## src/rtl/zol_pkg.sv

```systemverilog
package zol_pkg;
  typedef enum logic [1:0] {
    SEL_START = 2'd0,
    SEL_END   = 2'd1,
    SEL_COUNT = 2'd2,
    SEL_NONE  = 2'd3
  } zol_sel_e;
endpackage

```

## src/rtl/zol_rst_sync.sv

```systemverilog
module zol_rst_sync (
  input  logic clk,
  input  logic rst_n,
  output logic rst_sync_n
);
  logic [1:0] sync_q;

  always_ff @(posedge clk or negedge rst_n) begin
    if (!rst_n) sync_q <= 2'b00;
    else        sync_q <= {sync_q[0], 1'b1};
  end

  assign rst_sync_n = sync_q[1];
endmodule

```

## src/rtl/zol_rebase.sv

```systemverilog
module zol_rebase #(
  parameter int AW    = 32,
  parameter int IMM_W = 12,
  parameter int SHIFT = 2
) (
  input  logic [AW-1:0] data,
  input  logic [AW-1:0] pc,
  output logic          fits,
  output logic [AW-1:0] value
);
  localparam int HI_W = AW - IMM_W + 1;

  logic [AW-1:0] sext;
  logic [HI_W-1:0] hi;

  generate
    if (AW > IMM_W) begin : g_wide
      assign hi   = data[AW-1:IMM_W-1];
      assign sext = {{(AW-IMM_W){data[IMM_W-1]}}, data[IMM_W-1:0]};
    end else begin : g_narrow
      assign hi   = '0;
      assign sext = data;
    end
  endgenerate

  always_comb begin
    fits  = (hi == '0) || (hi == '1);
    value = fits ? (pc + (sext << SHIFT)) : data;
  end
endmodule

```

## src/rtl/zol_match.sv

```systemverilog
module zol_match #(
  parameter int AW = 32,
  parameter int CW = 32
) (
  input  logic          fetch_valid,
  input  logic [AW-1:0] fetch_pc,
  input  logic [AW-1:0] end_addr,
  input  logic [CW-1:0] count,
  output logic          at_end,
  output logic          take
);
  localparam logic [CW-1:0] ONE = CW'(1);

  always_comb begin
    at_end = fetch_valid && (fetch_pc == end_addr);
    take   = at_end && (count > ONE);
  end
endmodule

```

## src/rtl/zol_ctrl.sv

```systemverilog
module zol_ctrl #(
  parameter int AW    = 32,
  parameter int CW    = 32,
  parameter int IMM_W = 12
) (
  input  logic          clk,
  input  logic          rst_n,
  input  logic          fetch_valid,
  input  logic [AW-1:0] fetch_pc,
  input  logic          wr_en,
  input  logic [1:0]    wr_sel,
  input  logic [AW-1:0] wr_data,
  input  logic [AW-1:0] wr_pc,
  output logic          redirect_valid,
  output logic [AW-1:0] redirect_pc
);
  import zol_pkg::*;

  localparam logic [CW-1:0] ONE = CW'(1);

  logic          rst_ni;
  logic [AW-1:0] start_q, start_d, end_q, end_d;
  logic [CW-1:0] cnt_q, cnt_d;
  logic          start_en, end_en, cnt_en;
  logic          fits, at_end, take;
  logic [AW-1:0] rebased;
  zol_sel_e      sel;

  zol_rst_sync u_rst (.clk(clk), .rst_n(rst_n), .rst_sync_n(rst_ni));

  zol_rebase #(.AW(AW), .IMM_W(IMM_W), .SHIFT(2)) u_rebase (
    .data(wr_data), .pc(wr_pc), .fits(fits), .value(rebased)
  );

  zol_match #(.AW(AW), .CW(CW)) u_match (
    .fetch_valid(fetch_valid), .fetch_pc(fetch_pc), .end_addr(end_q),
    .count(cnt_q), .at_end(at_end), .take(take)
  );

  always_comb begin
    sel      = zol_sel_e'(wr_sel);
    start_en = wr_en && (sel == SEL_START);
    end_en   = wr_en && (sel == SEL_END);
    cnt_en   = (wr_en && (sel == SEL_COUNT)) || take;
    start_d  = rebased;
    end_d    = rebased;
    if (wr_en && (sel == SEL_COUNT)) cnt_d = wr_data[CW-1:0];
    else                             cnt_d = cnt_q - ONE;
  end

  always_ff @(posedge clk or negedge rst_ni) begin
    if (!rst_ni) begin
      start_q <= '0;
      end_q   <= '0;
      cnt_q   <= '0;
    end else begin
      if (start_en) start_q <= start_d;
      if (end_en)   end_q   <= end_d;
      if (cnt_en)   cnt_q   <= cnt_d;
    end
  end

  assign redirect_valid = take;
  assign redirect_pc    = start_q;

  // a loop-back lowers the count by one unless software writes it
  a_r1_count_dec: assert property (@(posedge clk) disable iff (!rst_ni)
    (redirect_valid && !(wr_en && wr_sel == 2'd2)) |=> cnt_q == $past(cnt_q) - ONE);

  // at the end address with no iterations left, no redirect is made
  a_r2_no_take: assert property (@(posedge clk) disable iff (!rst_ni)
    (at_end && cnt_q <= ONE) |-> !redirect_valid);

  // ... and the count holds
  a_r2_cnt_hold: assert property (@(posedge clk) disable iff (!rst_ni)
    (at_end && cnt_q <= ONE && !(wr_en && wr_sel == 2'd2)) |=> $stable(cnt_q));

  // an out-of-range start value is stored unchanged
  a_r5_raw_start: assert property (@(posedge clk) disable iff (!rst_ni)
    (wr_en && wr_sel == 2'd0 && !fits) |=> start_q == $past(wr_data));

  // a count write always wins
  a_r6_cnt_write: assert property (@(posedge clk) disable iff (!rst_ni)
    (wr_en && wr_sel == 2'd2) |=> cnt_q == $past(wr_data[CW-1:0]));

  // no fetch, no redirect
  a_r9_idle: assert property (@(posedge clk) disable iff (!rst_ni)
    !fetch_valid |-> !redirect_valid);
endmodule

```

## config.mk

```make
export PLATFORM = sky130hd
export DESIGN_NAME = zol_ctrl
export DESIGN_NICKNAME = d
export VERILOG_FILES = /design/src/rtl/zol_pkg.sv /design/src/rtl/zol_rst_sync.sv /design/src/rtl/zol_rebase.sv /design/src/rtl/zol_match.sv /design/src/rtl/zol_ctrl.sv
export SDC_FILE = /design/constraint.sdc
export NUM_CORES = 1
export LEC_CHECK = 0
export CAP_MARGIN = 5
export CORE_UTILIZATION = 55
export DETAILED_ROUTE_END_ITERATION = 16
export DONT_BUFFER_PORTS = 1
export GPL_TIMING_DRIVEN = 0
export HOLD_SLACK_MARGIN = 0.05
export PLACE_DENSITY = 0.68
export SYNTH_ARGS = -nofsm -noshare
export SYNTH_HDL_FRONTEND = slang
export SYNTH_HIERARCHICAL = 1
export SYNTH_SLANG_ARGS = --single-unit
```

## constraint.sdc

```tcl
create_clock -name clk -period 4.7 [get_ports clk]
set_input_delay 0.47 -clock clk [delete_from_list [all_inputs] [get_ports clk]]
set_output_delay 0.47 -clock clk [all_outputs]
set_load 0.1 [all_outputs]
```

After elaboration in Yosys (flattened, before gate mapping)
Index checks and enable logic that the tools add are counted.
Widths: inputs -> output; s select.
- flip-flop bits (word level): 98
- memories: 0
- memory bits (writable): 0
- output and inout port bits: 33
- input bits: 102
- bits in latches: 0
- memory bits (read-only): 0
- div/mod/pow operators: 0
- equal/unequal tests: 4
- order comparisons: 1
- reductions and logical operators: 9
- mux-type cells: 2
- bitwise operators: 0
- shift-type cells: 0
- $mul: 0
- add/subtract/negate cells: 2
- operators with widths (kind ; count):
    $mux 32 ; 2
    $add 32x32->32 ; 1
    $eq 32x32->1 ; 1
    $gt 32x1->1 const B ; 1
    $sub 32x1->32 const B ; 1
    $eq 21x21->1 const B ; 1
    $logic_not 21->1 ; 1
    $logic_and 1x1->1 ; 5
    $eq 2x1->1 const B ; 1
    $eq 2x2->1 const B ; 1
    $logic_not 2->1 ; 1
    $logic_or 1x1->1 ; 2

Logic depth before layout (Yosys ltp)
- word-level depth: 4
- depth in mapped cells: 10
- gate-level depth less buffers: 10

Hierarchy
Netlist, hierarchy kept.
- modules (own cells, without submodules) (module ; times used ; seq. area each (sq um) ; cells an instance ; area an instance (sq um)):
    zol_ctrl ; 1 ; 2402.3 ; 332 ; 4146.5
    zol_rebase ; 1 ; 0.0 ; 333 ; 2073.2
    zol_match ; 1 ; 0.0 ; 58 ; 447.9
    zol_rst_sync ; 1 ; 50.0 ; 3 ; 53.8

Worst setup path after synthesis
OpenSTA, ideal clock, no wires.
- kind: input port to flip-flop
- from: input fetch_pc[12]
- to: register cnt_q[21]
- buffers on the path: 1
- setup slack: 66 ps
- stages: 10
- arrival: 4497 ps
- setup time: 137 ps
- required time: 4563 ps
- cell sequence: xnor2_1 > o211ai_1 > or4_4 > nor4_2 > buf_4 > nor4b_4 > nand4b_2 > nor4_1 > xnor2_1 > a21oi_1
- word-level cells in the longest chain between the ends: 4
- RTL lines (item ; RTL line ; RTL):
    start: declaration ; zol_ctrl.sv:9 ; input logic [AW-1:0] fetch_pc,
    $eq 32x32->1 ; zol_match.sv:15 ; at_end = fetch_valid && (fetch_pc == end_addr);
    $logic_and 1x1->1 ; zol_match.sv:15 ;
    $logic_and 1x1->1 ; zol_match.sv:16 ; take = at_end && (count > ONE);
    net redirect_valid ; zol_ctrl.sv:14 ; output logic redirect_valid,
    $logic_or 1x1->1 ; zol_ctrl.sv:44 ; cnt_en = (wr_en && (sel == SEL_COUNT)) || take;
    end signal: assignment ; zol_ctrl.sv:59 ; if (cnt_en) cnt_q <= cnt_d;
    end: declaration ; zol_ctrl.sv:23 ; logic [CW-1:0] cnt_q, cnt_d;
The timed path passes the listed nets, and every way through them passes these cells.
A chain may end at the register's enable or synchronous reset.

Worst setup path in the final report
- from: register end_q[30]
- to: register cnt_q[31]
- word-level cells in the longest chain between the ends: 4
- RTL lines (item ; RTL line ; RTL):
    start: declaration ; zol_ctrl.sv:22 ; logic [AW-1:0] start_q, start_d, end_q, end_d;
    start signal: assignment ; zol_ctrl.sv:58 ; if (end_en) end_q <= end_d;
    $eq 32x32->1 ; zol_match.sv:15 ;
    $logic_and 1x1->1 ; zol_match.sv:15 ;
    $logic_and 1x1->1 ; zol_match.sv:16 ;
    $logic_or 1x1->1 ; zol_ctrl.sv:44 ;
No other way between the ends.

==> results.sh <==
export IMPL_power_leakage_nw=2.921
export IMPL_slew_headroom_pct=37.01
export IMPL_r2r_start="end_q[30]"
export IMPL_cp_max_fo=9
export IMPL_setup_violations=0
export IMPL_fmax_mhz=282.3
export IMPL_postLayoutCoreUtil_pct=62.35
export IMPL_endpoint="cnt_q[31]"
export IMPL_p_seq_share_pct=54.4
export IMPL_synthesis_area_um2=6716
export IMPL_synth_nets=858
export IMPL_gr_total_overflow=0
export IMPL_power_frac_comb_pct=19.2
export IMPL_layout_min_cycle_time_ps=3543
export IMPL_die_x_um=112.5
export IMPL_wl_mm=19.24
export IMPL_arrival_ps=3760
export IMPL_rsz0062_at_grt="no"
export IMPL_grt_usage_pct=31.38
export IMPL_max_slew_worst_pin_slew_ps=942.7
export IMPL_drt_iter0_drc=631
export IMPL_rows=39
export IMPL_area_growth_pct=8.271
export IMPL_hpwl_mm=15.07
export IMPL_skew_ps=11.43
export IMPL_whs_ps=259.9
export IMPL_gp_congestion=0.9167
export IMPL_drive_gt1_share_pct=13.56
export IMPL_hold_path_class="input pin to register"
export IMPL_die_area_um2=12660
export IMPL_power_mw=2.816
export IMPL_die_h_um=112.5
export IMPL_postCtsSetupBuffers=0
export IMPL_clk_latency_ps=350
export IMPL_min_period_over_period_pct=75.37
export IMPL_outcome="complete, no violations"
export IMPL_cts_root_buf="clkbuf_16"
export IMPL_syn_inst=725
export IMPL_p_switching_mw=1.185
export IMPL_hold_violations=0
export IMPL_cp_start_kind="register"
export IMPL_clockBufferDepth=2
export IMPL_irDropWorstVdd_mv=0.3447
export IMPL_io_pins=135
export IMPL_layout_nets=873
export IMPL_powerDensity_nw_per_um2=387.2
export IMPL_critPathRequiredTime_ps=4920
export IMPL_start_util_pct=57.59
export IMPL_diodes=0
export IMPL_avgSynthCellArea_um2=9.264
export IMPL_path_class="register to register"
export IMPL_first_pass_iters=5
export IMPL_clk_pin_slew_ps=80
export IMPL_yosysWarnings=6
export IMPL_finalMaxSlewViolations=0
export IMPL_cts_resized=0
export IMPL_drtAntennaViolNets=0
export IMPL_r2r_worst_path_cells=11
export IMPL_final_cells=888
export IMPL_switching_share_pct=42.07
export IMPL_wl_per_cell_um=21.66
export IMPL_drv_cap=0
export IMPL_endpoint_kind="register"
export IMPL_cts_buffers=9
export IMPL_drc=0
export IMPL_cts_tree="yes"
export IMPL_grt_pass1_vias=5699
export IMPL_htree_levels=3
export IMPL_min_delay_start="wr_data[9]"
export IMPL_core_area_um2=11660
export IMPL_viasPerCell=6.416
export IMPL_dpl_cell_count=871
export IMPL_vias=5697
export IMPL_grt_pass1_wl_mm=30.37
export IMPL_io_buffer_count=0
export IMPL_internal_power_mw=1.631
export IMPL_r2r_end="cnt_q[31]"
export IMPL_grt_max_degree=51
export IMPL_reg2reg_slack_ps=1160
export IMPL_antenna_found_initial=0
export IMPL_cts_sinks=98
export IMPL_worstSetupStartpoint="end_q[30]"
export IMPL_clockPowerShare_pct=26.4
sequential cells by signal, summed over array words and instances, names as in the netlist:
signal / cells
cnt_q: 32
end_q: 32
redirect_pc: 32
u_rst/sync_q: 2
how the worst min path moves through the flow:
stage / to / slack (ps) / depth (start not counted)
6_report: cnt_q[9] / 260 / 1
5_1_grt: cnt_q[9] / 250 / 1
4_1_cts: cnt_q[9] / 250 / 1
3_5_place_dp: u_rst/sync_q[0] / 170 / 0
3_3_place_gp: u_rst/sync_q[1] / 170 / 0
2_1_floorplan: u_rst/sync_q[0] / 170 / 0
repair_timing:
action	4_1_cts	5_1_grt
hold buffers	1	0
endpoints found under the setup margin	0	0
endpoints found under the hold margin	2	0
power by group through the flow:
stage / registers (mW) / logic [mW] / clock network (mW)
floorplan: 1.51 / 0.428 / 0
global placement: 1.55 / 0.507 / 0
detailed placement: 1.55 / 0.531 / 0
CTS: 1.53 / 0.537 / 0.755
global route: 1.55 / 0.597 / 0.783
finish: 1.53 / 0.540 / 0.744
area by class of cell:
| type | count | area (um2) |
|---|---|---|
| Clock buffer | 9 | 225.2 |
| Multi-Input combinational cell | 586 | 4114 |
| Buffer | 30 | 117.6 |
| Timing Repair Buffer | 4 | 68.82 |
| Fill cell | 1010 | 4390 |
| Clock inverter | 7 | 70.07 |
| Tap cell | 143 | 178.9 |
| Inverter | 11 | 41.29 |
| Sequential cell | 98 | 2456 |
per-stage QoR:
stage	setup WS, ps	area, um2	setup TNS (ps)
after floorplan	77.48	6716	0
after global placement	-453.8	6895	-6252
after detailed placement	1136	6967	0
after CTS	1174	7272	0
after global routing	977.3	7272	0
final	1157	7272	0
cells in the final DEF, fill, tap and decap left out, drive strengths merged, types with 2 or more instances in the layout:
master and instances:
a21o 17, or3 6, and3 8, o221ai 2, o22ai 3, mux2 67
o211ai 4, nand4 16, xnor2 43, o21bai 2, a211oi 3, clkbuf 32
buf 10, nor2 80, nor4 31, clkinv 4, inv 13, o21ai 16
o21a 3, nand3b 7, dfrtp 98, xor2 36, nand4b 3, mux2i 3
nand3 12, ha 30, nand2 54, a31oi 8, and2 2, nand2b 2
nor2b 2, a21oi 70, nor3 31, or4 4
metal layers:
| metal | part of all wire (%) | GRT usage (%) | wire length [um] | vias up |
|---|---|---|---|---|
| li1 | - | - | - | 2670 |
| met1 | 43 | 41.01 | 8349 | 2764 |
| met2 | 46 | 50.35 | 8807 | 231 |
| met3 | 8.1 | 7.991 | 1550 | 32 |
| met4 | 2.7 | 11.82 | 527 | 0 |
| met5 | 0 | 0 | 0 | - |
critical path, cell delays in order, from the launching register on:
cell      delay [ps]
dfrtp_1          400
xor2_1           160
nor4_1           430
nand4_1          270
nor4_4           490
buf_1            140
buf_4            150
nor4b_4          390
nand4b_2         350
nor4_1           340
xnor2_1          180
a21oi_1           90
(Power assumes the default switching activity.)
